===== src/rtl/irq_prio_ctrl.sv =====
module irq_prio_ctrl #(
  parameter int ADDR_W = 8,
  parameter int DATA_W = 32,
  parameter int LEVELS = 16,
  parameter logic [ADDR_W-1:0] MASK_OFS  = 8'h90,
  parameter logic [ADDR_W-1:0] PEND_OFS  = 8'h94,
  parameter logic [ADDR_W-1:0] FORCE_OFS = 8'h98,
  parameter logic [ADDR_W-1:0] CLR_OFS   = 8'h9C
) (
  input  logic              clk,
  input  logic              rst_n,
  input  logic              bus_sel,
  input  logic              bus_we,
  input  logic [ADDR_W-1:0] bus_addr,
  input  logic [DATA_W-1:0] bus_wdata,
  output logic [DATA_W-1:0] bus_rdata,
  input  logic [LEVELS-1:0] irq_req,
  input  logic              ack_valid,
  input  logic [$clog2(LEVELS)-1:0] ack_level,
  output logic [$clog2(LEVELS)-1:0] irq_level
);
  localparam int LW = $clog2(LEVELS);
  localparam logic [LEVELS-1:0] LIVE = {{(LEVELS-1){1'b1}}, 1'b0};
  localparam logic [LEVELS-1:0] MASKABLE = LIVE & ~(LEVELS'(1) << (LEVELS-1));

  logic [LEVELS-1:0] pend_q, mask_q, force_q;

  wire wr        = bus_sel & bus_we;
  wire wr_mask   = wr && (bus_addr == MASK_OFS);
  wire wr_force  = wr && (bus_addr == FORCE_OFS);
  wire wr_clr    = wr && (bus_addr == CLR_OFS);

  wire [LEVELS-1:0] wlev    = bus_wdata[LEVELS-1:0];
  wire [LEVELS-1:0] ack_vec = ack_valid ? (LEVELS'(1) << ack_level) & LIVE : '0;
  wire [LEVELS-1:0] ack_f   = ack_vec & force_q;
  wire [LEVELS-1:0] ack_p   = ack_vec & ~force_q;
  wire [LEVELS-1:0] clr_vec = wr_clr ? wlev : '0;
  wire [LEVELS-1:0] active  = (pend_q | force_q) & mask_q;

  always_ff @(posedge clk or negedge rst_n) begin
    if (!rst_n) begin
      pend_q  <= '0;
      mask_q  <= '0;
      force_q <= '0;
    end else begin
      pend_q  <= (pend_q & ~clr_vec & ~ack_p) | (irq_req & LIVE);
      force_q <= wr_force ? (wlev & LIVE) : (force_q & ~ack_f);
      if (wr_mask) mask_q <= wlev & MASKABLE;
    end
  end

  always_comb begin
    irq_level = '0;
    for (int i = 1; i < LEVELS; i++)
      if (active[i]) irq_level = LW'(i);
  end

  always_comb begin
    bus_rdata = '0;
    if (bus_sel && !bus_we) begin
      case (bus_addr)
        MASK_OFS:  bus_rdata[LEVELS-1:0] = mask_q;
        PEND_OFS:  bus_rdata[LEVELS-1:0] = pend_q;
        FORCE_OFS: bus_rdata[LEVELS-1:0] = force_q;
        default:   bus_rdata = '0;
      endcase
    end
  end
endmodule


===== config.mk =====
export PLATFORM = sky130hd
export DESIGN_NAME = irq_prio_ctrl
export DESIGN_NICKNAME = d
export VERILOG_FILES = /design/src/rtl/irq_prio_ctrl.sv
export SDC_FILE = /design/constraint.sdc
export NUM_CORES = 1
export LEC_CHECK = 0
export ABC_AREA = 1
export BUFFER_PORTS_ARGS = -buffer_cell sky130_fd_sc_hd__buf_4
export CORE_MARGIN = 2
export CORE_UTILIZATION = 30
export DETAILED_ROUTE_END_ITERATION = 12
export GPL_TIMING_DRIVEN = 1
export PLACE_DENSITY = 0.65
export SLEW_MARGIN = 15
export SYNTH_ARGS = -nofsm -noshare
export SYNTH_HDL_FRONTEND = slang
export SYNTH_SLANG_ARGS = --single-unit

===== constraint.sdc =====
create_clock -name clk -period 1.86 [get_ports clk]
set_input_delay 0.372 -clock clk [delete_from_list [all_inputs] [get_ports clk]]
set_output_delay 0.372 -clock clk [all_outputs]
set_load 0.03 [all_outputs]

## Word-level counts from Yosys, hierarchy flattened

Index checks and enable logic that the tools add are counted.

| storage, ports and cells | value |
|---|---|
| register bits after elaboration | 46 |
| bits of input ports | 65 |
| output and inout port bits | 36 |
| logic and storage cells | 46 |

| cells by class | value |
|---|---|
| equality and inequality tests | 4 |
| shifts and indexed selects | 1 |
| muxes and demuxes | 20 |
| bitwise operators | 13 |
| reduce and logical (&&, ||, !) cells | 5 |

Operators with widths:

| cell | count |
|---|---|
| AND 16 bit | 5 |
| two-way mux 16 bit | 4 |
| inverter 16 bit | 4 |
| case mux 16 bit (3 select lines) | 1 |
| two-way mux 4 bit | 10 |
| == test 8 bit (second input constant) | 4 |
| OR 16 bit | 2 |
| AND 16 x 15 -> 16 bit | 1 |
| << shifter 1 x 4 -> 16 bit (first input constant) | 1 |
| two-way mux 3 bit | 2 |
| logical AND 1 bit | 4 |
| two-way mux 2 bit | 2 |
| AND 1 bit | 1 |
| zero test 1 bit | 1 |
| two-way mux 1 bit | 1 |

## Longest topological paths before layout

| depth | value |
|---|---|
| depth after elaboration | 17 |
| gate-level depth with buffers | 14 |
| depth with buffers taken out | 14 |

## Least setup slack after synthesis

OpenSTA, ideal clock, no wires.

| timing path | value |
|---|---|
| kind | input port to output port |
| start point | input bus_addr[7] |
| end point | output bus_rdata[15] |
| data arrival time | 1.685 ns |
| path slack | -0.197 ns |
| cell stages on the path | 6 |
| cells stage by stage | nand2_1 > nor3_4 > nand4_2 > inv_2 > nand2_1 > a21oi_1 |

| on the way | value |
|---|---|
| longest elaborated chain between the ends | 3 |

Ends and longest elaborated chain:

| what | RTL line | source |
|---|---|---|
| start: declaration | 14 | `input logic [ADDR_W-1:0] bus_addr,` |
| == test 8 bit | 61 | `case (bus_addr)` |
| case mux 16 bit (3 select lines) (*) | 61 |  |
| two-way mux 16 bit (*) | 60 | `if (bus_sel && !bus_we) begin` |
| end: declaration | 16 | `output logic [DATA_W-1:0] bus_rdata,` |

Every way passes the cells marked *; elsewhere a longest branch is shown, timed or not.

## Worst setup path in the final report

| timing path | value |
|---|---|
| start point | register pend_q[3] |
| end point | output irq_level[0] |

| on the way | value |
|---|---|
| longest elaborated chain between the ends | 15 |

Ends and longest elaborated chain:

| what | RTL line | source |
|---|---|---|
| start: declaration | 26 | `logic [LEVELS-1:0] pend_q, mask_q, force_q;` |
| start signal: assignment | 46 | `pend_q <= (pend_q & ~clr_vec & ~ack_p) \| (irq_req & LIVE);` |
| OR 16 bit | 38 | `wire [LEVELS-1:0] active = (pend_q \| force_q) & mask_q;` |
| AND 16 x 15 -> 16 bit | 38 |  |
| two-way mux 2 bit | 55 | `if (active[i]) irq_level = LW'(i);` |
| two-way mux 3 bit (2 in a row) | 55 |  |
| two-way mux 4 bit (10 in a row) | 55 |  |
| end: declaration | 20 | `output logic [$clog2(LEVELS)-1:0] irq_level` |

No other way between the ends.

==> summary.md <==
| Metric | Value |
|---|---|
| Largest area contributor in the netlist | `dfrtp_1` |
| Dpl cells | `599` |
| DRC Markers | `0` |
| Via-to-Cell Ratio | `4.72` |
| Bufs and invs on worst path | `2` |
| Mapped Cells | `399` |
| Commonest cells after routing, fill and taps aside | `nand2_1, buf_4, inv_1` |
| Clock Skews | `0.00829 ns` |
| Layout cell share with drive strength beyond 1 | `0.356` |
| Worst path top cell family by delay | `simple AND/OR/NAND/NOR gates` |
| Row cnt | `35` |
| Fin. Hold Viols | `0` |
| Failing checks | `setup timing` |
| Htree depth | `2` |
| Final period util | `1.15` |
| Ys async rst share | `1.00` |
| CP dominant cell by count | `nand2_1` |
| Post-Synth Simple-Gate Area | `0.241` |
| Tmin final | `2.14 ns` |
| Die height | `101 um` |
| Min-Delay Path Class | `input pin to asynchronous set/reset pin` |
| FMAX | `467 MHz` |
| Area grow syn2layout | `46.4%` |
| Antenna violations before repair | `0` |
| Fin. max-slew vios | `0` |
| Finished Core Util | `0.450` |
| Port Buf Inserts | `67` |
| Crit-path slowest cell | `dfrtp_1` |
| Synth cell types | `29` |
| Synthesis-stage register bit count | `45` |
| Main synth FF type | `dfrtp_1` |
| CP arrival | `1.77 ns` |
| Reg clk slew, reported paths | `0.08 ns` |
| DR WL/cell | `13.7 um` |
| Post-Synth XOR/XNOR Area | `0` |
| R2R Setup Slk | `0.72 ns` |
| Mapped Area | `2830 um^2` |
| CORE AREA | `9200 um^2` |
| Worst slew pin tran | `0.612 ns` |
| First DRT Iteration DRCs | `144` |
| Static leakage | `2.19 nW` |
| Crit-path cells | `o21ai_1 > buf_4 > nand2_1 > nand2_1 > nand2_1 > nand2_1 > nand2_1 > nand2_1 > nand2_1 > nand2_1 > nand2_1 > nand2_1 > a21oi_2 > buf_6` |
| Post-synthesis mux area share | `0` |
| CTS buffer count | `5` |
| Hold Buf Count CTS | `0` |
| Die Wd | `101 um` |
| Setup ws final | `-0.281 ns` |
| Power density cells | `562 nW/um^2` |
| GP Congestion | `0.841` |
| HPWL after detailed placement | `6200 um` |
| Clk sinks | `45` |
| TritonCTS clock tree | `yes` |
| Initial core utilization | `0.307` |
| Largest net degree at the start of global routing | `46` |
| Nets | `570` |
| Detail Route Antenna Nets | `0` |
| Die Area | `10200 um^2` |
| Post-synth EDFFs | `0` |
| Worst Path Max Fanout | `3` |
| Yosys warns | `0` |
| Grt ovf | `0` |
| Top post-synthesis cells by area | `dfrtp_1, nand2_1, inv_1` |
| Worst setup SP type | `flip-flop` |
| Final setup fails | `18` |
| Vias in the first global route | `2913` |
| Post-synthesis compound-gate area fraction | `0.200` |
| Main combinational cell family by area after synthesis | `simple AND/OR/NAND/NOR gates` |
| Top cell type's share of synthesized area | `0.398` |
| First-pass GRT wire length | `13700 um` |
| Vias | `2914` |
| Rel. slew slack | `0.592` |
| Worst IR drop on VDD | `0.299 mV` |
| Final instance count without filler cells | `617` |
| Status | `finished with violations` |
| Crit path capture type | `primary output` |
| Setup TNS | `-1.32 ns` |
| Crit Path Category | `flip-flop to primary output` |
| RSZ-0062 raised after global routing | `true` |
| Pre-antenna DRT Iters | `5` |
| Filler Cells Inserted | `929` |
| Clk Latency, worst-skew pair | `0.30 ns` |
| Total I/O pin count | `101` |
| GRT Overall Usage | `0.172` |
| Clock tree buffer depth | `2` |
| Root Buffer | `clkbuf_8` |
| Synth Area in Adders | `0` |
| Post-synthesis sequential area ratio | `0.398` |
| Syn avg cell area | `7.09 um^2` |
| Post-Route WL | `8450 um` |
| Critical Path RT | `1.49 ns` |
| Peak per-stage delay on the critical path | `0.42 ns` |
| Maxcap violations | `0` |
| ANT cells | `0` |
[worst register-to-register path: stages (launching register included)]
cell      delay [ns]
dfrtp_1         0.40
buf_4           0.13
buf_4           0.13
o31ai_1         0.28
o21bai_1        0.09
[layer usage]
layer / GRT usage / wire [um]
met1: 0.223 / 3740
met2: 0.296 / 4160
met5: 0 / 0
met4: 0.0520 / 133
met3: 0.0229 / 419
[cells by family after synthesis]
logic type / count (synthesis)
buf+inv: 98
flops: 45
simple gates: 161
other cells: 1
compound gates: 94
[cell type report]
type	instances	area, um^2	share of cell area
clock buffer	7	86.3	0.0209
clock inverter	1	30.0	0.00725
inverter	73	284	0.0686
multi-input combinational	271	1530	0.369
sequential	45	1130	0.272
tap	111	139	0.0335
timing repair buffer	109	947	0.229
[path summary, 6_finish.rpt]
check / from / to / cells past startpoint
worst max-delay path: pend_q[3] / irq_level[0] / 14
worst min-delay path: rst_n / pend_q[15] / 1
worst max register to register: force_q[2] / pend_q[2] / 4
worst min register to register: mask_q[12] / mask_q[12] / 2
max in group asynchronous: rst_n / pend_q[1] / 1
min in group clk: irq_req[6] / pend_q[6] / 3
[cells in the mapped netlist (all sizes together) (2+ instances only)]
library cell,instances
clkbuf,2
nand2,96
a21oi,12
inv,72
o21ai,50
and2,2
nor2,42
o221ai,4
buf,23
o211ai,8
o22ai,3
nand3,17
dfrtp,45
o31ai,5
nor3,2
o21bai,11
[power breakdown]
part	total [mW]	leakage, nW	switching [mW]	internal (mW)
registers	1.06	0.542	0.0336	1.03
logic	0.484	1.59	0.297	0.187
clock network	0.780	0.0585	0.341	0.438
[per-stage QoR]
step                instance area (um^2)  setup slack, ns  total power [mW]  hold WS (ns)
global route                        4140           -0.394              2.45         0.120
global placement                    3600           -0.345              1.51         0.415
floorplan                           2890          -0.0551              1.35        0.0764
CTS                                 4000           -0.264              2.33        0.0990
finish                              4140           -0.281              2.33        0.0724
detailed placement                  3600           -0.350              1.52         0.422
[state kept, by name, summed over array words and instances (netlist names)]
name / cells
pend_q: 16
force_q: 15
mask_q: 14
[repair_timing]
action,4_1_cts,5_1_grt
gates resized for setup,69,33
buffers inserted,7,4
setup endpoints to repair,19,20
pin swaps,11,6
No activity file was read; power rests on OpenSTA's default activity.
